===== src/rtl/intc_aggr_pkg.sv =====
package intc_aggr_pkg;
  localparam int WORD_W  = 32;
  localparam int SLOT_W  = 3;   // eight word slots per CPU window
  localparam int WIN_LSB = 5;   // 32-byte window per CPU
  localparam int ADDR_W  = 6;   // one CPU-select bit above the window
  typedef logic [WORD_W-1:0] word_t;
  typedef logic [SLOT_W-1:0] slot_t;
endpackage


===== src/rtl/intc_aggr_sync.sv =====
module intc_aggr_sync #(
  parameter int WIDTH = 32
) (
  input  logic             clk,
  input  logic             rst_n,
  input  logic [WIDTH-1:0] d,
  output logic [WIDTH-1:0] q
);
  logic [WIDTH-1:0] meta_q;

  always_ff @(posedge clk or negedge rst_n) begin
    if (!rst_n) begin
      meta_q <= '0;
      q      <= '0;
    end else begin
      meta_q <= d;
      q      <= meta_q;
    end
  end
endmodule


===== src/rtl/intc_aggr_bank.sv =====
module intc_aggr_bank
  import intc_aggr_pkg::*;
#(
  parameter int NUM_IN = 64
) (
  input  logic              clk,
  input  logic              rst_n,
  input  logic              wr_stb,
  input  slot_t             slot,
  input  word_t             wdata,
  input  logic [NUM_IN-1:0] src,
  output logic [NUM_IN-1:0] en_q,
  output word_t             rd_word,
  output logic              irq_q
);
  localparam int NW = NUM_IN / WORD_W;

  word_t             en_w [NW];
  logic [NUM_IN-1:0] stat;

  for (genvar k = 0; k < NW; k++) begin : g_word
    always_ff @(posedge clk or negedge rst_n) begin
      if (!rst_n)                              en_w[k] <= '0;
      else if (wr_stb && slot == slot_t'(k))   en_w[k] <= wdata;
    end
    assign en_q[k*WORD_W +: WORD_W] = en_w[k];
  end

  assign stat = src & en_q;

  always_comb begin
    rd_word = '0;
    for (int k = 0; k < NW; k++) begin
      if (slot == slot_t'(k))      rd_word = en_w[k];
      if (slot == slot_t'(NW + k)) rd_word = stat[k*WORD_W +: WORD_W];
    end
  end

  always_ff @(posedge clk or negedge rst_n) begin
    if (!rst_n) irq_q <= 1'b0;
    else        irq_q <= |stat;
  end
endmodule


===== src/rtl/intc_aggr.sv =====
module intc_aggr
  import intc_aggr_pkg::*;
#(
  parameter int NUM_IN  = 64,
  parameter int NUM_CPU = 2
) (
  input  logic               clk,
  input  logic               rst_n,
  input  logic [NUM_IN-1:0]  irq_src,
  input  logic               bus_sel,
  input  logic               bus_we,
  input  logic [ADDR_W-1:0]  bus_addr,
  input  logic [31:0]        bus_wdata,
  output logic [31:0]        bus_rdata,
  output logic [NUM_CPU-1:0] cpu_irq
);
  if (NUM_IN != 32 && NUM_IN != 64 && NUM_IN != 128) begin : g_bad_in
    $error("intc_aggr: NUM_IN must be 32, 64 or 128");
  end
  if (NUM_CPU < 1 || NUM_CPU > 2) begin : g_bad_cpu
    $error("intc_aggr: NUM_CPU must be 1 or 2");
  end

  logic [NUM_IN-1:0]               sync_q;
  logic [NUM_CPU-1:0][NUM_IN-1:0]  en_all;
  word_t                           bank_rd [NUM_CPU];
  logic [NUM_CPU-1:0]              hit;
  slot_t                           slot;
  logic                            win_idx;
  word_t                           rd_next;
  logic [1:0]                      addr_lsb_unused;

  assign slot            = bus_addr[WIN_LSB-1:2];
  assign win_idx         = bus_addr[WIN_LSB];
  assign addr_lsb_unused = bus_addr[1:0];

  intc_aggr_sync #(.WIDTH(NUM_IN)) u_sync (
    .clk   (clk),
    .rst_n (rst_n),
    .d     (irq_src),
    .q     (sync_q)
  );

  for (genvar c = 0; c < NUM_CPU; c++) begin : g_cpu
    assign hit[c] = (win_idx == 1'(c));
    intc_aggr_bank #(.NUM_IN(NUM_IN)) u_bank (
      .clk     (clk),
      .rst_n   (rst_n),
      .wr_stb  (bus_sel & bus_we & hit[c]),
      .slot    (slot),
      .wdata   (bus_wdata),
      .src     (sync_q),
      .en_q    (en_all[c]),
      .rd_word (bank_rd[c]),
      .irq_q   (cpu_irq[c])
    );
  end

  always_comb begin
    rd_next = '0;
    for (int c = 0; c < NUM_CPU; c++) begin
      if (hit[c]) rd_next = bank_rd[c];
    end
  end

  always_ff @(posedge clk or negedge rst_n) begin
    if (!rst_n)                 bus_rdata <= '0;
    else if (bus_sel && !bus_we) bus_rdata <= rd_next;
  end
endmodule


===== config.mk =====
export PLATFORM = sky130hd
export DESIGN_NAME = intc_aggr
export DESIGN_NICKNAME = d
export VERILOG_FILES = /design/src/rtl/intc_aggr_pkg.sv /design/src/rtl/intc_aggr_sync.sv /design/src/rtl/intc_aggr_bank.sv /design/src/rtl/intc_aggr.sv
export SDC_FILE = /design/constraint.sdc
export NUM_CORES = 1
export LEC_CHECK = 0
export BUFFER_PORTS_ARGS = -buffer_cell sky130_fd_sc_hd__clkbuf_2
export CORE_MARGIN = 2
export CORE_UTILIZATION = 40
export DETAILED_ROUTE_END_ITERATION = 8
export GPL_TIMING_DRIVEN = 0
export PLACE_DENSITY = 0.7
export SETUP_SLACK_MARGIN = 0.02
export SYNTH_ARGS = -nofsm -noshare
export SYNTH_HDL_FRONTEND = slang
export SYNTH_SLANG_ARGS = --single-unit

===== constraint.sdc =====
create_clock -name clk -period 1.95 [get_ports clk]
set_clock_uncertainty 0.1 [all_clocks]
set_input_delay 0.39 -clock clk [delete_from_list [all_inputs] [get_ports clk]]
set_output_delay 0.39 -clock clk [all_outputs]
set_load 0.05 [all_outputs]

======== After elaboration in Yosys (flattened, before gate mapping) ========
Cells that the tools add are included.
operators by class
  div/mod/pow operators ................... 0
  add/sub/neg operators ................... 0
  multipliers ............................. 0
  $lt $le $gt $ge ......................... 0
  bitwise gates (word level) .............. 6
  muxes and demuxes ....................... 9
  reductions and logical operators ........ 9
  eq/ne operators ......................... 3
  shifts and indexed selects .............. 0
operators by type and width
  cell                count
  $mux 32             9
  $and 64x64->64      2
  $reduce_or 64->1    2
  $eq 3x2->1 const B  2
  $logic_and 1x1->1   5
  $and 1x1->1         3
  $eq 3x1->1 const B  1
  $logic_not 3->1     1
  $logic_not 1->1     1
  $not 1->1           1
word-level totals
  bits in latches ......................... 0
  register bits ........................... 290
  output and inout bits ................... 34
  bits in writable memories ............... 0
  ROM bits ................................ 0
  input port bits ......................... 106
  word-level logic and storage cells ...... 36
  memories ................................ 0

======== Depth between registers and ports, before layout ========
  depth in word-level cells ............... 6
  depth in mapped cells ................... 7
  depth with buffers taken out ............ 4

======== By module ========
Synthesis repeated with hierarchy kept, for this count alone.
unflattened totals
  cells, all modules ...................... 814
  area total of the unflattened synthesis .. 12014.0 sq um
by module, submodules not included
  module                            area an instance (sq um)  sequential area each (sq um)  cells each  times used
  intc_aggr_bank (g_cpu[1].u_bank)  3487.1                    1626.6                        289         1
  intc_aggr_bank (g_cpu[0].u_bank)  3480.8                    1626.6                        289         1
  intc_aggr_sync                    3203.1                    3203.1                        128         1
  intc_aggr                         1843.0                    800.8                         108         1

======== Least setup slack after synthesis ========
Ideal clock, no wire load.
  path type ............................... in2reg
  start ................................... input port bus_addr[3]
  end ..................................... register g_cpu[1].u_bank.en_w, in the netlist g_cpu[1].u_bank.en_q[10]
  cell stages on the path ................. 7
  data required time ...................... 1723 ps
  slack ................................... 194 ps
  buffers on the path ..................... 3
  library setup time ...................... 127 ps
  data arrival time ....................... 1529 ps
  path through ............................ buf_4 -> inv_2 -> buf_6 -> nand4_4 -> nor3_4 -> buf_6 -> mux2_1
on the way
  word-level cells in the longest chain between the ends .. 2
RTL lines
  what                            line                  source
  start: declaration              intc_aggr.sv:12       input logic [ADDR_W-1:0] bus_addr,
  $logic_not 3->1                 intc_aggr_bank.sv:24  else if (wr_stb && slot == slot_t'(k)) en_w[k] <= wdata;
  $logic_and 1x1->1               intc_aggr_bank.sv:24
  end signal: indexed assignment  intc_aggr_bank.sv:24
  end: declaration                intc_aggr_bank.sv:18  word_t en_w [NW];
No other way between the ends.
A chain may end at the register's enable or synchronous reset.

======== Worst setup path after layout ========
  start ................................... register u_sync.q[49]
  end ..................................... register g_cpu[0].u_bank.irq_q
on the way
  word-level cells in the longest chain between the ends .. 2
RTL lines
  what                      line                  source
  start: declaration        intc_aggr_sync.sv:7   output logic [WIDTH-1:0] q
  start signal: assignment  intc_aggr_sync.sv:17  q <= meta_q;
  $and 64x64->64            intc_aggr_bank.sv:29  assign stat = src & en_q;
  $reduce_or 64->1          intc_aggr_bank.sv:41  else irq_q <= |stat;
  end signal: assignment    intc_aggr_bank.sv:41
  end: declaration          intc_aggr_bank.sv:14  output logic irq_q
No other way between the ends.

==> flow_summary.ini <==
[drt]
num_vias = 7992
dr.pass1.iters = 5
met2RoutedLength_um = 16100
initialDrtViolationCount = 791
totalWireLength_um = 35000
ant_nets = 0
routedWlPerCell_um = 24.3
drc_errors = 0
top_layer_used = met4
wl_met1_um = 14100
met3WireLength_um = 3350
vias_per_cell = 5.54

[sta]
worst_slew_margin_rel = 0.389
rsz0062_at_grt = yes
worstMarginPinSlew_ps = 917
final_max_slew_viol_count = 0
final-hold-violation-count = 64
fin_crit_sh = 0.996
fmax_ghz = 0.515
period_minus_slack_ps = 1940
hold_ws_ps = -290
setup_viol = 0

[run_status]
status = complete, but fails checks
failed_checks = negative hold slack

[clock_network]
cts_tree = yes
clock-root-buffer = clkbuf_16
clk_pin_slew_worst_paths_ps = 60
clk_latency_ps = 550
cts_buffers = 30
cts_hold_buf = 85
clock-sinks = 290
htreeDepth = 1
clockBufferDepth = 3

[critical_path]
crit_fanout = 3
critPathTopFamily = simple AND/OR/NAND/NOR gates
slowest_delay_ps = 570
critical_path.cell_chain = a22o_1, a221oi_4, nand4_1, or4_4
r2r-start = u_sync.q[49]$_DFF_PN0_
cpMaxStageDelayCell = or4_4
setup.worst_path.start_class = flop
critPathKind = reg -> reg
crit_required_ps = 2260
critPathBufInv = 0
r2r_setup_slack_ps = 8
r2r_cells = 4
crit_path_end_kind = flop
crit_arrival_ps = 2260
r2r_end = g_cpu[0].u_bank.irq_q$_DFF_PN0_

[power_and_ir_drop]
leakagePower_nw = 6.79
p_per_area_nw_per_um2 = 1100
p_total_mw = 16.1
ir_drop_uv = 708

[grt]
overflow = 0
grt.total_usage = 0.241
antenna_found_initial = 1
grt_max_degree = 119
grt_pass1_wl_um = 51600
grt_pass1_vias = 8295

[placement]
place_hpwl_um = 24200
gp_congestion = 0.935
placed_area_um2 = 12500
port_buffers = 135

[min_path]
hp-class = in -> async

[final_layout]
fill_cells = 2345
n_antenna_cell = 0
final_cell_mix = dfrtp_1 (278), clkbuf_2 (134), mux2_2 (103)
utilization = 0.528
drive_above_1_share = 0.347
fin_area_um2 = 14700
final_common_cell = dfrtp_1
areaGrowthSynthToFinish_pct = 30.0
nNetsFinal = 1149

[flow_run]
maxCapViolations = 0

[yosys]
yosysTopAreaCellShare = 0.641
synth_enable_flop_cells = 0
synth_warnings = 0
synth_area_um2 = 11300
yosys.area.top_type = dfrtp_1
synth.area.top_cells = dfrtp_1 (64%), mux2_2 (10%), mux2i_1 (4.3%), mux2_1 (3.9%), a221oi_1 (2.5%)
postSynthCellCount = 782
ys_ff_latch = 290
seq_area_frac_synth = 0.641
synth_nets = 888
postSynthAreaPerCell_um2 = 14.5
async_flop_share = 1.00
synth.distinct_cells = 32
synth_ff_type = dfrtp_1

[floorplanning]
die_w_um = 172
dieArea_um2 = 29700
start_util = 0.407
ios = 140
coreArea_um2 = 27900
fp.dieH_um = 172
rows = 61
==> cell usage after synthesis (2+ instances only) <==
master       n
dfrtp_1    290
mux2_2     103
mux2i_1     49
o21ai_0     42
mux2_1      39
nand2_1     35
a221oi_1    32
a22o_1      31
nor2_1      17
o31ai_1     16
o32a_1      16
a21oi_1     15
clkbuf_1    15
a2bb2oi_1   13
inv_1       13
buf_2       12
buf_4        9
buf_6        8
nand4_1      8
nand2b_1     3
o21ai_1      3
mux4_2       2
or4_1        2
==> power breakdown <==
part / internal (mW) / switching [mW]
clock network: 3.83 / 2.33
logic: 1.19 / 1.23
registers: 6.76 / 0.781
==> through the flow <==
step / setup WS (ps) / setup TNS (ps) / instances
detailed placement: -416 / -28040 / 1297
CTS: 16.4 / 0 / 1436
floorplan: 194 / 0 / 782
global route: -0.0902 / -0.0902 / 1442
finish: 8.28 / 0 / 1442
global placement: -5530 / -1615340 / 1295
==> layout make-up <==
| type | instances | area [um^2] | area share |
|---|---|---|---|
| Clock buffer | 41 | 893 | 0.0607 |
| Tap cell | 378 | 473 | 0.0321 |
| Clock inverter | 12 | 188 | 0.0127 |
| Inverter | 14 | 52.6 | 0.00357 |
| Buffer | 45 | 278 | 0.0189 |
| Sequential cell | 290 | 7270 | 0.494 |
| Multi-Input combinational cell | 433 | 3920 | 0.266 |
| Timing Repair Buffer | 229 | 1640 | 0.112 |
==> routing by layer <==
| metal | track usage | vias up |
|---|---|---|
| li1 | - | 3422 |
| met1 | 0.324 | 4023 |
| met2 | 0.377 | 443 |
| met3 | 0.0542 | 104 |
| met4 | 0.102 | 0 |
| met5 | 0 | - |
==> registers in the layout, indices dropped and copies added, names as in the netlist <==
| register | flops |
|---|---|
| g_cpu.u_bank.en_q | 128 |
| u_sync.meta_q | 64 |
| u_sync.q | 64 |
| bus_rdata | 32 |
| g_cpu.u_bank.irq_q | 2 |
==> worst max-delay path by stage <==
stage | end | from | slack, ps | cells past startpoint
6_report | g_cpu[0].u_bank.irq_q$_DFF_PN0_ | u_sync.q[49]$_DFF_PN0_ | 8 | 4
2_1_floorplan | g_cpu[1].u_bank.en_q[10]$_DFFE_PN0P_ | bus_addr[3] | 190 | 7
3_3_place_gp | g_cpu[1].u_bank.en_q[27]$_DFFE_PN0P_ | rst_n | -5530 | 1
5_1_grt | g_cpu[1].u_bank.irq_q$_DFF_PN0_ | u_sync.q[44]$_DFF_PN0_ | -0.09 | 4
4_1_cts | g_cpu[0].u_bank.irq_q$_DFF_PN0_ | u_sync.q[21]$_DFF_PN0_ | 20 | 4
3_5_place_dp | bus_rdata[19]$_DFFE_PN0P_ | bus_we | -420 | 5
==> cells by family after synthesis <==
| group | count (synthesis) | synth area share |
|---|---|---|
| flip-flops | 290 | 0.641 |
| multiplexers | 193 | 0.188 |
| AO/OA/AOI/OAI | 170 | 0.112 |
| AND/OR/NAND/NOR | 70 | 0.0299 |
| buffers and inverters | 59 | 0.0292 |
==> what timing repair did <==
item / CTS / global route
gates resized for setup: 16 / 23
pin swaps: 2 / 6
buffers inserted: 1 / 6
endpoints found under the hold margin: 169 / 64
setup endpoints to repair: 2 / 2
Power figures use the tool's default switching activity.
